File: src/rtl/pd_entry_pkg.sv
package pd_entry_pkg;

  localparam logic [3:0] CMD_ACT  = 4'd1;
  localparam logic [3:0] CMD_PRE  = 4'd2;
  localparam logic [3:0] CMD_PREA = 4'd3;
  localparam logic [3:0] CMD_RD   = 4'd4;
  localparam logic [3:0] CMD_RDA  = 4'd5;
  localparam logic [3:0] CMD_WR   = 4'd6;
  localparam logic [3:0] CMD_WRA  = 4'd7;
  localparam logic [3:0] CMD_REF  = 4'd8;
  localparam logic [3:0] CMD_MRS  = 4'd9;
  localparam logic [3:0] CMD_ZQC  = 4'd10;

  // wait classes, one countdown each
  localparam int NUM_CLS   = 4;
  localparam int CLS_SHORT = 0;
  localparam int CLS_READ  = 1;
  localparam int CLS_WRITE = 2;
  localparam int CLS_CFG   = 3;

endpackage

File: src/rtl/pd_delay_calc.sv
module pd_delay_calc
  import pd_entry_pkg::*;
#(
  parameter int CFG_W = 6,
  parameter int CNT_W = 9
) (
  input  logic                            cmd_en,
  input  logic [3:0]                      cmd_code,
  input  logic                            bc4_fixed,
  input  logic [CFG_W-1:0]                cfg_rl,
  input  logic [CFG_W-1:0]                cfg_wl,
  input  logic [CFG_W-1:0]                cfg_wr,
  input  logic [CFG_W-1:0]                cfg_tmod,
  input  logic [CFG_W-1:0]                cfg_tzq,
  output logic [NUM_CLS-1:0]              ld,
  output logic [NUM_CLS-1:0][CNT_W-1:0]   ld_val
);

  localparam int PAD = CNT_W - CFG_W;

  logic [CNT_W-1:0] rl_x, wl_x, wr_x, tmod_x, tzq_x;
  logic [CNT_W-1:0] burst_x;
  logic [CNT_W-1:0] dly;
  logic [CNT_W-1:0] dly_m2;
  logic [1:0]       cls;
  logic             hit;

  assign rl_x    = {{PAD{1'b0}}, cfg_rl};
  assign wl_x    = {{PAD{1'b0}}, cfg_wl};
  assign wr_x    = {{PAD{1'b0}}, cfg_wr};
  assign tmod_x  = {{PAD{1'b0}}, cfg_tmod};
  assign tzq_x   = {{PAD{1'b0}}, cfg_tzq};
  assign burst_x = bc4_fixed ? CNT_W'(2) : CNT_W'(4);

  always_comb begin
    hit = 1'b1;
    cls = 2'(CLS_SHORT);
    dly = '0;
    case (cmd_code)
      CMD_ACT, CMD_PRE, CMD_PREA, CMD_REF: begin
        cls = 2'(CLS_SHORT);
        dly = CNT_W'(1);
      end
      CMD_RD, CMD_RDA: begin
        cls = 2'(CLS_READ);
        dly = rl_x + CNT_W'(5);
      end
      CMD_WR: begin
        cls = 2'(CLS_WRITE);
        dly = wl_x + burst_x + wr_x;
      end
      CMD_WRA: begin
        cls = 2'(CLS_WRITE);
        dly = wl_x + burst_x + wr_x + CNT_W'(1);
      end
      CMD_MRS: begin
        cls = 2'(CLS_CFG);
        dly = tmod_x;
      end
      CMD_ZQC: begin
        cls = 2'(CLS_CFG);
        dly = tzq_x;
      end
      default: hit = 1'b0;
    endcase
  end

  // the countdown is seen one cycle after the command, and the entry
  // decision leads the low cke cycle by one: remove two, floor at zero
  assign dly_m2 = (dly > CNT_W'(2)) ? dly - CNT_W'(2) : '0;

  always_comb begin
    ld     = '0;
    ld_val = '0;
    if (cmd_en && hit) begin
      ld[cls]     = 1'b1;
      ld_val[cls] = dly_m2;
    end
  end

endmodule

File: src/rtl/pd_countdown.sv
module pd_countdown #(
  parameter int W = 9
) (
  input  logic         clk,
  input  logic         rst,
  input  logic         ld,
  input  logic [W-1:0] ld_val,
  output logic [W-1:0] cnt,
  output logic         zero
);

  logic [W-1:0] dec;

  assign dec  = (cnt == '0) ? '0 : cnt - W'(1);
  assign zero = (cnt == '0);

  always_ff @(posedge clk) begin
    if (rst) begin
      cnt <= '0;
    end else if (ld) begin
      cnt <= (dec > ld_val) ? dec : ld_val;
    end else begin
      cnt <= dec;
    end
  end

  // an idle countdown steps down by exactly one
  p_count_step_r8: assert property (@(posedge clk) disable iff (rst)
    (!ld && cnt != '0) |=> (cnt == W'($past(cnt) - W'(1))));

  // a reload never undercuts the new requirement
  p_reload_keeps_max_r8: assert property (@(posedge clk) disable iff (rst)
    ld |=> (cnt >= $past(ld_val)));

endmodule

File: src/rtl/pd_bank_track.sv
module pd_bank_track
  import pd_entry_pkg::*;
#(
  parameter int BANKS  = 8,
  parameter int BANK_W = 3
) (
  input  logic              clk,
  input  logic              rst,
  input  logic              en,
  input  logic [3:0]        cmd_code,
  input  logic [BANK_W-1:0] cmd_bank,
  output logic [BANKS-1:0]  open_vec
);

  logic close_all;
  assign close_all = en && (cmd_code == CMD_PREA);

  for (genvar b = 0; b < BANKS; b++) begin : g_bank
    logic sel;
    logic do_open;
    logic do_close;

    assign sel      = en && (cmd_bank == BANK_W'(b));
    assign do_open  = sel && (cmd_code == CMD_ACT);
    assign do_close = sel && ((cmd_code == CMD_PRE) || (cmd_code == CMD_RDA) ||
                              (cmd_code == CMD_WRA));

    always_ff @(posedge clk) begin
      if (rst || close_all || do_close) begin
        open_vec[b] <= 1'b0;
      end else if (do_open) begin
        open_vec[b] <= 1'b1;
      end
    end
  end

  // precharge-all leaves every bank closed
  p_close_all_r9: assert property (@(posedge clk) disable iff (rst)
    close_all |=> (open_vec == '0));

endmodule

File: src/rtl/pd_entry_sched.sv
module pd_entry_sched
  import pd_entry_pkg::*;
#(
  parameter int CFG_W  = 6,
  parameter int BANKS  = 8,
  parameter int BANK_W = $clog2(BANKS)
) (
  input  logic              clk,
  input  logic              rst,
  input  logic              cmd_valid,
  input  logic [3:0]        cmd_code,
  input  logic [BANK_W-1:0] cmd_bank,
  input  logic              cmd_bc4_fixed,
  input  logic [CFG_W-1:0]  cfg_rl,
  input  logic [CFG_W-1:0]  cfg_wl,
  input  logic [CFG_W-1:0]  cfg_wr,
  input  logic [CFG_W-1:0]  cfg_tmod,
  input  logic [CFG_W-1:0]  cfg_tzq,
  input  logic              pd_req,
  output logic              cke,
  output logic              pd_grant,
  output logic              pd_active
);

  // largest wait is wl + 4 + wr + 1, fits in CFG_W + 2 bits; one spare
  localparam int CNT_W = CFG_W + 3;

  logic                          cmd_en;
  logic [NUM_CLS-1:0]            ld;
  logic [NUM_CLS-1:0][CNT_W-1:0] ld_val;
  logic [NUM_CLS-1:0][CNT_W-1:0] cnt_vec;
  logic [NUM_CLS-1:0]            zero_vec;
  logic                          all_zero;
  logic [BANKS-1:0]              open_vec;
  logic                          go;
  logic                          cke_q, grant_q, act_q;

  // commands only count while the device is awake
  assign cmd_en = cmd_valid && cke_q;

  pd_delay_calc #(
    .CFG_W (CFG_W),
    .CNT_W (CNT_W)
  ) u_calc (
    .cmd_en    (cmd_en),
    .cmd_code  (cmd_code),
    .bc4_fixed (cmd_bc4_fixed),
    .cfg_rl    (cfg_rl),
    .cfg_wl    (cfg_wl),
    .cfg_wr    (cfg_wr),
    .cfg_tmod  (cfg_tmod),
    .cfg_tzq   (cfg_tzq),
    .ld        (ld),
    .ld_val    (ld_val)
  );

  for (genvar g = 0; g < NUM_CLS; g++) begin : g_cd
    pd_countdown #(
      .W (CNT_W)
    ) u_cd (
      .clk    (clk),
      .rst    (rst),
      .ld     (ld[g]),
      .ld_val (ld_val[g]),
      .cnt    (cnt_vec[g]),
      .zero   (zero_vec[g])
    );
  end

  assign all_zero = &zero_vec;

  pd_bank_track #(
    .BANKS  (BANKS),
    .BANK_W (BANK_W)
  ) u_banks (
    .clk      (clk),
    .rst      (rst),
    .en       (cmd_en),
    .cmd_code (cmd_code),
    .cmd_bank (cmd_bank),
    .open_vec (open_vec)
  );

  assign go = cke_q && pd_req && !cmd_valid && all_zero;

  always_ff @(posedge clk) begin
    if (rst) begin
      cke_q   <= 1'b1;
      grant_q <= 1'b0;
      act_q   <= 1'b0;
    end else begin
      grant_q <= 1'b0;
      if (cke_q) begin
        if (go) begin
          cke_q   <= 1'b0;
          grant_q <= 1'b1;
          act_q   <= |open_vec;
        end
      end else if (!pd_req) begin
        cke_q <= 1'b1;
      end
    end
  end

  assign cke       = cke_q;
  assign pd_grant  = grant_q;
  assign pd_active = act_q;

  // clock enable only falls together with a grant
  p_fall_with_grant_r2: assert property (@(posedge clk) disable iff (rst)
    $fell(cke) |-> pd_grant);

  // the grant is a single-cycle pulse
  p_grant_pulse_r2: assert property (@(posedge clk) disable iff (rst)
    pd_grant |=> !pd_grant);

  // a grant follows a cycle in which no countdown was pending
  p_grant_clear_r8: assert property (@(posedge clk) disable iff (rst)
    pd_grant |-> $past(all_zero));

  // the entry kind holds while powered down
  p_kind_hold_r10: assert property (@(posedge clk) disable iff (rst)
    (!cke && $past(!cke)) |-> $stable(pd_active));

  // commands during power-down leave the bank state alone
  p_ignore_banks_r11: assert property (@(posedge clk) disable iff (rst)
    (!cke && cmd_valid) |=> $stable(open_vec));

endmodule

File: config.mk
export PLATFORM = sky130hd
export DESIGN_NAME = pd_entry_sched
export DESIGN_NICKNAME = d
export VERILOG_FILES = /design/src/rtl/pd_entry_pkg.sv /design/src/rtl/pd_delay_calc.sv /design/src/rtl/pd_countdown.sv /design/src/rtl/pd_bank_track.sv /design/src/rtl/pd_entry_sched.sv
export SDC_FILE = /design/constraint.sdc
export NUM_CORES = 1
export LEC_CHECK = 0
export ABC_AREA = 1
export BUFFER_PORTS_ARGS = -buffer_cell sky130_fd_sc_hd__buf_2
export CAP_MARGIN = 25
export CELL_PAD_IN_SITES_DETAIL_PLACEMENT = 0
export CELL_PAD_IN_SITES_GLOBAL_PLACEMENT = 1
export CORE_UTILIZATION = 39
export DETAILED_ROUTE_END_ITERATION = 8
export GPL_ROUTABILITY_DRIVEN = 1
export PLACE_DENSITY = 0.89
export SYNTH_ARGS = -nofsm -noshare
export SYNTH_HDL_FRONTEND = slang
export SYNTH_HIERARCHICAL = 1
export SYNTH_SLANG_ARGS = --single-unit
File: constraint.sdc
create_clock -name clk -period 3.65 [get_ports clk]
set_input_delay 0.1825 -clock clk [delete_from_list [all_inputs] [get_ports clk]]
set_output_delay 0.1825 -clock clk [all_outputs]
set_load 0.01 [all_outputs]
==> results.yml <==
status:
  status: "complete, but fails checks"
  violations: "setup timing"
timing:
  tns_ps: -10480
  slew_headroom_pct: 50.64
  fmax_mhz: 247.2
  rsz0062_at_grt: "true"
  slew_viol_final: 0
  skew_ps: 5.666
  finalSetupViolCount: 36
  fin_ws_ps: -395.6
  timing.final.crit_share_pct: 110.8
  hold_viol_final: 0
  min_period_ps: 4046
  worst-slew-pin-transition_ps: 739.6
yosys:
  ys_warn_count: 6
  synth.cell_area_um2: 5817
  syn_avg_cell_area_um2: 6.085
  yosysSeqAreaShare_pct: 16.18
  synth_edf_count: 0
  synthArstFlopShare_pct: 0
  yosys.area_share.simple_pct: 47.62
  synth_top_area_share_pct: 16.18
  ys.flop_type: "dfxtp_1"
  netlist_instances: 956
  synth_top_family_by_area: "simple AND/OR/NAND/NOR gates"
  synthAdderAreaFrac_pct: 13.08
  synth_compound_area_share_pct: 8.066
  ys_ff_latch: 47
  yosysTopAreaCell: "dfxtp_1"
  ys_types: 34
  synthMuxAreaShare_pct: 0
  synthXorXnorAreaFrac_pct: 1.656
  synth_area_leaders: "dfxtp_1, nand2_1, nor2_1"
clocking:
  numCtsBuffers: 5
  clk_pin_slew_ps: 70
  clockBufferDepth: 2
  h-tree-depth: 2
  cts.sink_count: 47
  cts_root_buffer: "clkbuf_16"
  clock_latency_ps: 290
  holdBufCountCts: 0
  cts_tree: "done"
setup_path:
  crit_fanout: 4
  worst_setup_path_start_kind: "input port"
  ff2ff_setup_slack_ps: 710
  crit_slowest_cell: "fa_2"
  slowest_delay_ps: 630
  setup.worst_path.class: "input port to register"
  cp.arrival_ps: 4230
  critPathCaptureType: "register"
  cp.required_ps: 3840
floorplan:
  dieHeight_um: 124.1
  pin_count: 45
  die_area_um2: 15410
  start_util_pct: 40.02
  fp.coreArea_um2: 14530
  die_w_um: 124.1
  rows: 44
job:
  maxCapViolCount: 0
detailed_routing:
  drc_errors: 0
  drt_iter0_markers: 303
  firstDrtPassIters: 5
  routed_via_density: 4.690
  avgRoutedWirePerCell_um: 11.70
  vias: 5924
  detail-route-antenna-nets: 0
  drt_wl_total_um: 14770
layout:
  nets: 1179
  drive_above_1_share_pct: 34.57
  final_util_pct: 53.64
  multi_input_area_um2: 4897
  fillCellCount: 1396
  diodes: 0
  final-seq-area_um2: 940.9
  area_delta_synth_final_pct: 34.03
grt:
  grt-ovfl-total: 0
  antenna_found_initial: 0
  track_usage_pct: 19.54
  grt_pass1_wl_um: 24180
  grt_pass1_vias: 5400
  grt_start_max_net_pins: 18
place:
  place.gp.congestion: 0.8158
  dp_hpwl_um: 10770
  portBuffers: 44
  post-place-ws_ps: -676.8
min_path:
  hold_class: "input port to register"
power_and_ir_drop:
  cellPowerDensity_nw_per_um2: 985.2
  leakagePower_nw: 3.794
  max-vdd-ir-drop_uv: 520.5
[layer usage]
metal | vias to the layer above | share of wire (%) | wire length, um | track usage, %
li1 | 3188 | - | - | -
met1 | 2631 | 48 | 7052 | 26.79
met2 | 86 | 48 | 7110 | 32.08
met3 | 19 | 2.5 | 367 | 2.473
met4 | 0 | 1.6 | 242 | 5.060
met5 | - | 0 | 0 | 0
[flip-flops by register name (all words and copies together) (netlist names)]
register / flops
pd_active: 1
u_banks/open_vec: 8
cke: 1
g_cd.u_cd/cnt: 36
pd_grant: 1
[critical path, delay by kind of cell]
kind	cells	cell delay [ps]
buf+inv	9	800
compound gates	1	110
xor+xnor	2	220
simple gates	14	1290
fa+ha+maj	4	1620
[logic make-up after synthesis]
group | Yosys count
AOI/OAI and AO/OA | 65
and+or+nand+nor | 593
other | 1
xor gates and xnor gates | 11
buffers and inverters | 180
DFF | 47
adders and majority gates | 59
[final cells by class]
cell class              count  area share (%)
inverters                 162           7.896
clock buffers               6           1.781
clock inverters             2          0.2086
multi-input cells         736           62.81
well taps                 184           2.953
flip-flops and latches     47           12.07
repair buffers            126           12.28
[synth_stat cells (9+ instances only)]
library cell    n
nor2_2         25
dfxtp_1        47
a21oi_2        32
nand2_1       227
buf_4           9
a21oi_1        20
nand2_2        18
inv_2          13
nand3_2        27
ha_1           56
nand3_1        59
inv_1         144
nor2_1        195
nor2_4         10
[per-stage QoR]
stage          hold WS [ps]  instances  power (mW)  instance area, um2
2_1_floorplan         254.9        960       4.655                5964
3_3_place_gp          464.2       1222       5.391                6650
3_5_place_dp          476.1       1222       5.466                6650
4_1_cts               179.1       1253       6.656                7238
5_1_grt               205.2       1263       8.397                7796
6_report              186.2       1263       7.681                7796
[final timing paths]
kind | startpoint | end | cells past startpoint
worst min-delay path | pd_req | cke$_SDFF_PP1_ | 4
worst max-delay path | cfg_wr[1] | g_cd[3].u_cd/cnt[8]$_SDFF_PP0_ | 30
worst min register to register | u_banks/open_vec[2]$_SDFFE_PP0P_ | u_banks/open_vec[2]$_SDFFE_PP0P_ | 2
worst max register to register | cke$_SDFF_PP1_ | g_cd[1].u_cd/cnt[8]$_SDFF_PP0_ | 17
[layout by cell type (no fill, tap or decap), types with 5 or more instances in the layout]
cell,count
a21o_1,5
a21oi_1,16
a21oi_2,32
buf_2,42
buf_4,62
buf_6,17
clkbuf_16,5
clkinv_1,5
conb_1,5
dfxtp_1,47
ha_1,36
ha_4,20
inv_1,128
inv_2,28
nand2_1,212
nand2_2,27
nand2_4,9
nand2_8,7
nand3_1,47
nand3_2,32
nand3_4,7
nand3b_1,6
nand4_1,7
nor2_1,168
nor2_2,33
nor2_4,29
xor2_1,5
[timing repair]
action | in CTS | in global routing
pin swaps | 49 | 77
cloned | 3 | 0
buffers inserted | 20 | 10
gates resized for setup | 55 | 95
endpoints found under the setup margin | 36 | 36
[report_power, final]
group | internal (mW) | switching [mW]
sequential | 0.664 | 0.114
combinational | 2.90 | 3.52
clock | 0.274 | 0.206
total | 3.84 | 3.84
Note: power is estimated with default switching activity, not from simulation.
